$ cat src/rtl/sdram_act_tracker.sv
module sdram_act_tracker #(
  parameter int BW = 2,
  parameter int RW = 12,
  parameter int CW = 8,
  localparam int NB = 1 << BW
) (
  input  logic              clk,
  input  logic              rst,
  input  logic              cmd_valid,
  input  logic [1:0]        cmd_op,
  input  logic [BW-1:0]     cmd_bank,
  input  logic [RW-1:0]     cmd_addr,
  input  logic [CW-1:0]     t_rcd,
  input  logic [CW-1:0]     t_rc,
  input  logic [CW-1:0]     t_rrd,
  output logic              cmd_grant,
  output logic              cmd_stall,
  output logic [NB-1:0]     bank_open,
  output logic [NB*RW-1:0]  bank_row
);

  localparam logic [1:0] OP_ACT = 2'b00;
  localparam logic [1:0] OP_RD  = 2'b01;
  localparam logic [1:0] OP_WR  = 2'b10;
  localparam logic [1:0] OP_PRE = 2'b11;

  logic [CW-1:0] rcd_cnt [NB];
  logic [CW-1:0] rc_cnt  [NB];
  logic [CW-1:0] rrd_cnt;
  logic          legal;

  wire is_act = cmd_op == OP_ACT;
  wire is_rw  = (cmd_op == OP_RD) || (cmd_op == OP_WR);
  wire is_pre = cmd_op == OP_PRE;

  function automatic logic [CW-1:0] reload(input logic [CW-1:0] t);
    return (t == '0) ? '0 : t - 1'b1;
  endfunction

  always_comb begin
    case (cmd_op)
      OP_ACT:  legal = !bank_open[cmd_bank] && rc_cnt[cmd_bank] == '0 && rrd_cnt == '0;
      OP_RD,
      OP_WR:   legal = bank_open[cmd_bank] && rcd_cnt[cmd_bank] == '0;
      default: legal = 1'b1;
    endcase
  end

  assign cmd_grant = cmd_valid && legal;
  assign cmd_stall = cmd_valid && !legal;

  always_ff @(posedge clk) begin
    if (rst) begin
      rrd_cnt   <= '0;
      bank_open <= '0;
      bank_row  <= '0;
      for (int i = 0; i < NB; i++) begin
        rcd_cnt[i] <= '0;
        rc_cnt[i]  <= '0;
      end
    end else begin
      if (cmd_grant && is_act) rrd_cnt <= reload(t_rrd);
      else if (rrd_cnt != '0)  rrd_cnt <= rrd_cnt - 1'b1;
      for (int i = 0; i < NB; i++) begin
        if (cmd_grant && is_act && cmd_bank == BW'(i)) begin
          rcd_cnt[i]            <= reload(t_rcd);
          rc_cnt[i]             <= reload(t_rc);
          bank_open[i]          <= 1'b1;
          bank_row[i*RW +: RW]  <= cmd_addr;
        end else begin
          if (rcd_cnt[i] != '0) rcd_cnt[i] <= rcd_cnt[i] - 1'b1;
          if (rc_cnt[i] != '0)  rc_cnt[i]  <= rc_cnt[i] - 1'b1;
          if (cmd_grant && is_pre && cmd_bank == BW'(i)) bank_open[i] <= 1'b0;
        end
      end
    end
  end

  assert_reset_closed_R1: assert property (@(posedge clk)
    rst |=> bank_open == '0);

  assert_act_sets_open_R2: assert property (@(posedge clk) disable iff (rst)
    (cmd_grant && is_act) |=> bank_open[$past(cmd_bank)]);

  assert_access_needs_open_R3: assert property (@(posedge clk) disable iff (rst)
    (cmd_grant && is_rw) |-> bank_open[cmd_bank]);

  assert_rcd_gap_R4: assert property (@(posedge clk) disable iff (rst)
    (cmd_grant && is_act && t_rcd > 1) |=> !(cmd_grant && is_rw && cmd_bank == $past(cmd_bank)));

  assert_act_needs_closed_R5: assert property (@(posedge clk) disable iff (rst)
    (cmd_grant && is_act) |-> !bank_open[cmd_bank]);

  assert_rrd_gap_R7: assert property (@(posedge clk) disable iff (rst)
    (cmd_grant && is_act && t_rrd > 1) |=> !(cmd_grant && is_act));

  assert_pre_always_R8: assert property (@(posedge clk) disable iff (rst)
    (cmd_valid && is_pre) |-> cmd_grant);

  assert_pre_closes_R8: assert property (@(posedge clk) disable iff (rst)
    (cmd_grant && is_pre) |=> !bank_open[$past(cmd_bank)]);

  assert_grant_stall_R9: assert property (@(posedge clk) disable iff (rst)
    !(cmd_grant && cmd_stall) && (cmd_grant -> cmd_valid));

  assert_rw_keeps_state_R10: assert property (@(posedge clk) disable iff (rst)
    (cmd_grant && is_rw) |=> $stable(bank_open) && $stable(bank_row));

endmodule

$ cat config.mk
export PLATFORM = sky130hd
export DESIGN_NAME = sdram_act_tracker
export DESIGN_NICKNAME = d
export VERILOG_FILES = /design/src/rtl/sdram_act_tracker.sv
export SDC_FILE = /design/constraint.sdc
export NUM_CORES = 1
export LEC_CHECK = 0
export ABC_AREA = 1
export BUFFER_PORTS_ARGS = -buffer_cell sky130_fd_sc_hd__buf_4
export CAP_MARGIN = 10
export CORE_AREA = 2 2 173 192
export CTS_BUF_LIST = sky130_fd_sc_hd__clkbuf_16
export CTS_CLUSTER_DIAMETER = 100
export DETAILED_ROUTE_END_ITERATION = 16
export DIE_AREA = 0 0 175 194
export PLACE_DENSITY = 0.51
export SYNTH_ARGS = -nofsm -noshare
export SYNTH_HDL_FRONTEND = slang
export SYNTH_SLANG_ARGS = --single-unit
$ cat constraint.sdc
create_clock -name clk -period 2.8 [get_ports clk]
set_input_delay 0.56 -clock clk [delete_from_list [all_inputs] [get_ports clk]]
set_output_delay 0.56 -clock clk [all_outputs]
set_load 0.02 [all_outputs]
==> run metrics <==
worst setup path endpoint=cmd_grant; Synth area leader=edfxtp_1; number of synthesized flops with an enable pin=64; Nets=1242; setup ws final=0.181 ns; First DRT Iteration DRCs=between 300 and 400; ANT nets after route=0; vias in the first global route=6849; Worst Skew=around 0.012 ns; HPWL after DPL=around 16 mm; Syn Area/Cell=7.11 µm²; Power Density=699 nW/µm²; clk sinks=124; initial antenna violation count=1; DIE HEIGHT=roughly 190 µm; Filler Cell Count=3459; Max clock buf depth=2; input/output buffers=96; Hold WS=0.364 ns; Critical Path Fanout Max=4; share of layout cells above drive strength 1=14.9%; Post-DP Area=8890 µm²; Num CTS Buffers=17; core area=32000 µm²; Post-Syn Area=7600 µm²; Yosys warning total=0; Area Overhead vs Synth=25.5%; startpoint types=register; r2r startpoint=rrd_cnt[0]; Max Freq=0.382 GHz; FP Rows=69; WL per Instance=~14 µm; Initial Util=23.7%; ys flop type=edfxtp_1; Reg-to-Reg End=rcd_cnt[3][2]; Slew Limit Fails=0; first-pass GRT wire length=35.3 mm; Worst-Margin Slew=roughly 0.85 ns; Horiz. Die Dim=175 µm; register area share after synthesis=41.1%; gr ovfl total=0; Detailed Route WL=21.9 mm; CTS tree=built; unrepaired setup endpoints after global routing=true; Distinct cells, synth=38; die area=34000 µm²; Setup CP Type=register to output pin; # DRC=0; leakage power=0.00470 µW; Critical Path Start=rcd_cnt[0][2]; Synth top cells by count=nand2_1 (327), inv_1 (150), nor2_1 (104); Vias/cell=4.35; R2R setup slack=0.19 ns; status=completed; R2R cell count=14; largest net degree at the start of global routing=70; period utilization=93.5%; Max rail drop VDD=approximately 0.41 mV; pre-CTS setup slack=0.211 ns; antenna cells=0; crit path capture type=output pin; HP Class=primary input to register; Tmin final=2.62 ns; critical path arrival=2.06 ns; Worst EP required=2.24 ns; clock slew at reported path FFs=0.06 ns; total track usage=a little over an eighth; Async S/R FF share, synth=0%; most frequent cell after synthesis=nand2_1; net count after synthesis=~1100; Root Buffer=clkbuf_16; cell area after layout=about 9500 µm²; synthesized instance count=1069; CTS HTree Levels=4; I/O Pins=97; clock latency on the worst-skew pair=between 0.4 and 0.5 ns; synth top area cells=edfxtp_1 (25%), nand2_1 (16%), dfxtp_1 (16%), inv_1 (7.4%), nand3_1 (5.5%); Pre-antenna DRT Iters=5; Placer Congestion=0.872; #FFs+latches synth=roughly 120; Slew HR=a little over two fifths; via count=7027; top cell type's share of synthesized area=25.3%; Hold Vio Cnt, Final=0; maxcap violations=0; final-report setup violation count=0
[flip-flops by register name, summed over array words and instances, names as in the netlist]
name       cells
bank_row      48
rcd_cnt       32
rc_cnt        32
bank_open      4
rrd_cnt        8
[worst max-delay path, cell delays in order (launching register included)]
cell and delay (ns):
edfxtp_1 0.43, nor2_2 0.14, nand3b_1 0.19, nor2_2 0.22
nor2_1 0.07, nor2_1 0.08, nand2_1 0.07, nand3_2 0.10
buf_6 0.13, nand2_4 0.04, inv_2 0.05, buf_6 0.11
[worst min-delay path by stage]
stage	from	to	slack [ns]	cells past startpoint
global route	cmd_addr[9]	bank_row[45]	0.36	3
global placement	bank_row[36]	bank_row[36]	0.43	2
floorplan	bank_row[36]	bank_row[36]	0.52	2
CTS	cmd_addr[11]	bank_row[47]	0.35	3
finish	cmd_addr[1]	bank_row[37]	0.36	3
detailed placement	bank_row[42]	bank_row[42]	0.43	2
[what timing repair did]
item,4_1_cts,5_1_grt
buffers inserted,0,2
gates resized for setup,0,11
endpoints found under the hold margin,0,0
setup endpoints to repair,0,2
hold buffers,0,0
[cell families after synthesis]
logic type               count (synthesis)  share of synthesized area, %
AO/OA/AOI/OAI                          118                          8.64
XOR/XNOR                                42                          4.84
adder cells (fa/ha/maj)                 24                          3.95
buffers and inverters                  195                          10.2
flip-flops                             124                          41.1
AND/OR/NAND/NOR                        566                          31.3
[cell type report]
cell class / count / area, µm² / area share (%)
Multi-Input combinational cell: 750 / 3730 / 39.1
Timing Repair Buffer: 121 / 953 / 10.0
Tap cell: 426 / 533 / 5.59
Clock buffer: 21 / 526 / 5.51
Sequential cell: 124 / 3120 / 32.8
Clock inverter: 11 / 62.6 / 0.656
Inverter: 161 / 607 / 6.37
[metrics by stage]
stage	setup TNS [ns]	utilization, %	std cells	power [µW]
after detailed placement	0	27.8	1580	4500
after global placement	0	27.8	1580	4510
after global routing	-0.0441	29.8	1614	7130
after CTS	0	29.6	1612	6710
after floorplan	0	-	1069	3970
final	0	29.8	1614	6660
[cells in the final DEF (no fill, tap or decap), drive strengths merged]
cell / Yosys / layout
nand2: 328 / 328
inv: 160 / 164
buf: 22 / 121
nor2: 107 / 107
nand3: 86 / 86
edfxtp: 64 / 64
dfxtp: 60 / 60
a21oi: 55 / 55
nand4: 28 / 28
o22ai: 26 / 26
ha: 24 / 24
o21ai: 23 / 23
xor2: 22 / 22
clkbuf: 12 / 21
xnor2: 20 / 20
nor3: 9 / 9
clkinv: 1 / 8
o31ai: 4 / 4
or2: 4 / 4
a21o: 3 / 3
o211ai: 3 / 3
nand3b: 2 / 2
o21a: 1 / 1
nor4: 1 / 1
a211oi: 1 / 1
a31oi: 1 / 1
o21bai: 1 / 1
nor3b: 1 / 1
[routing by layer]
metal	vias up	track usage, %	wire length, µm
li1	3648	-	-
met1	3208	16.1	9990
met2	149	22.0	10200
met3	20	4.10	1450
met4	2	3.43	252
met5	-	0	11
[report_power, final]
part           internal (µW)  total [µW]  switching [µW]
registers               2270        2460             187
logic                    798        2030            1240
clock network           1330        2170             840
total                   4400        6660            2260
(Power assumes the default switching activity.)
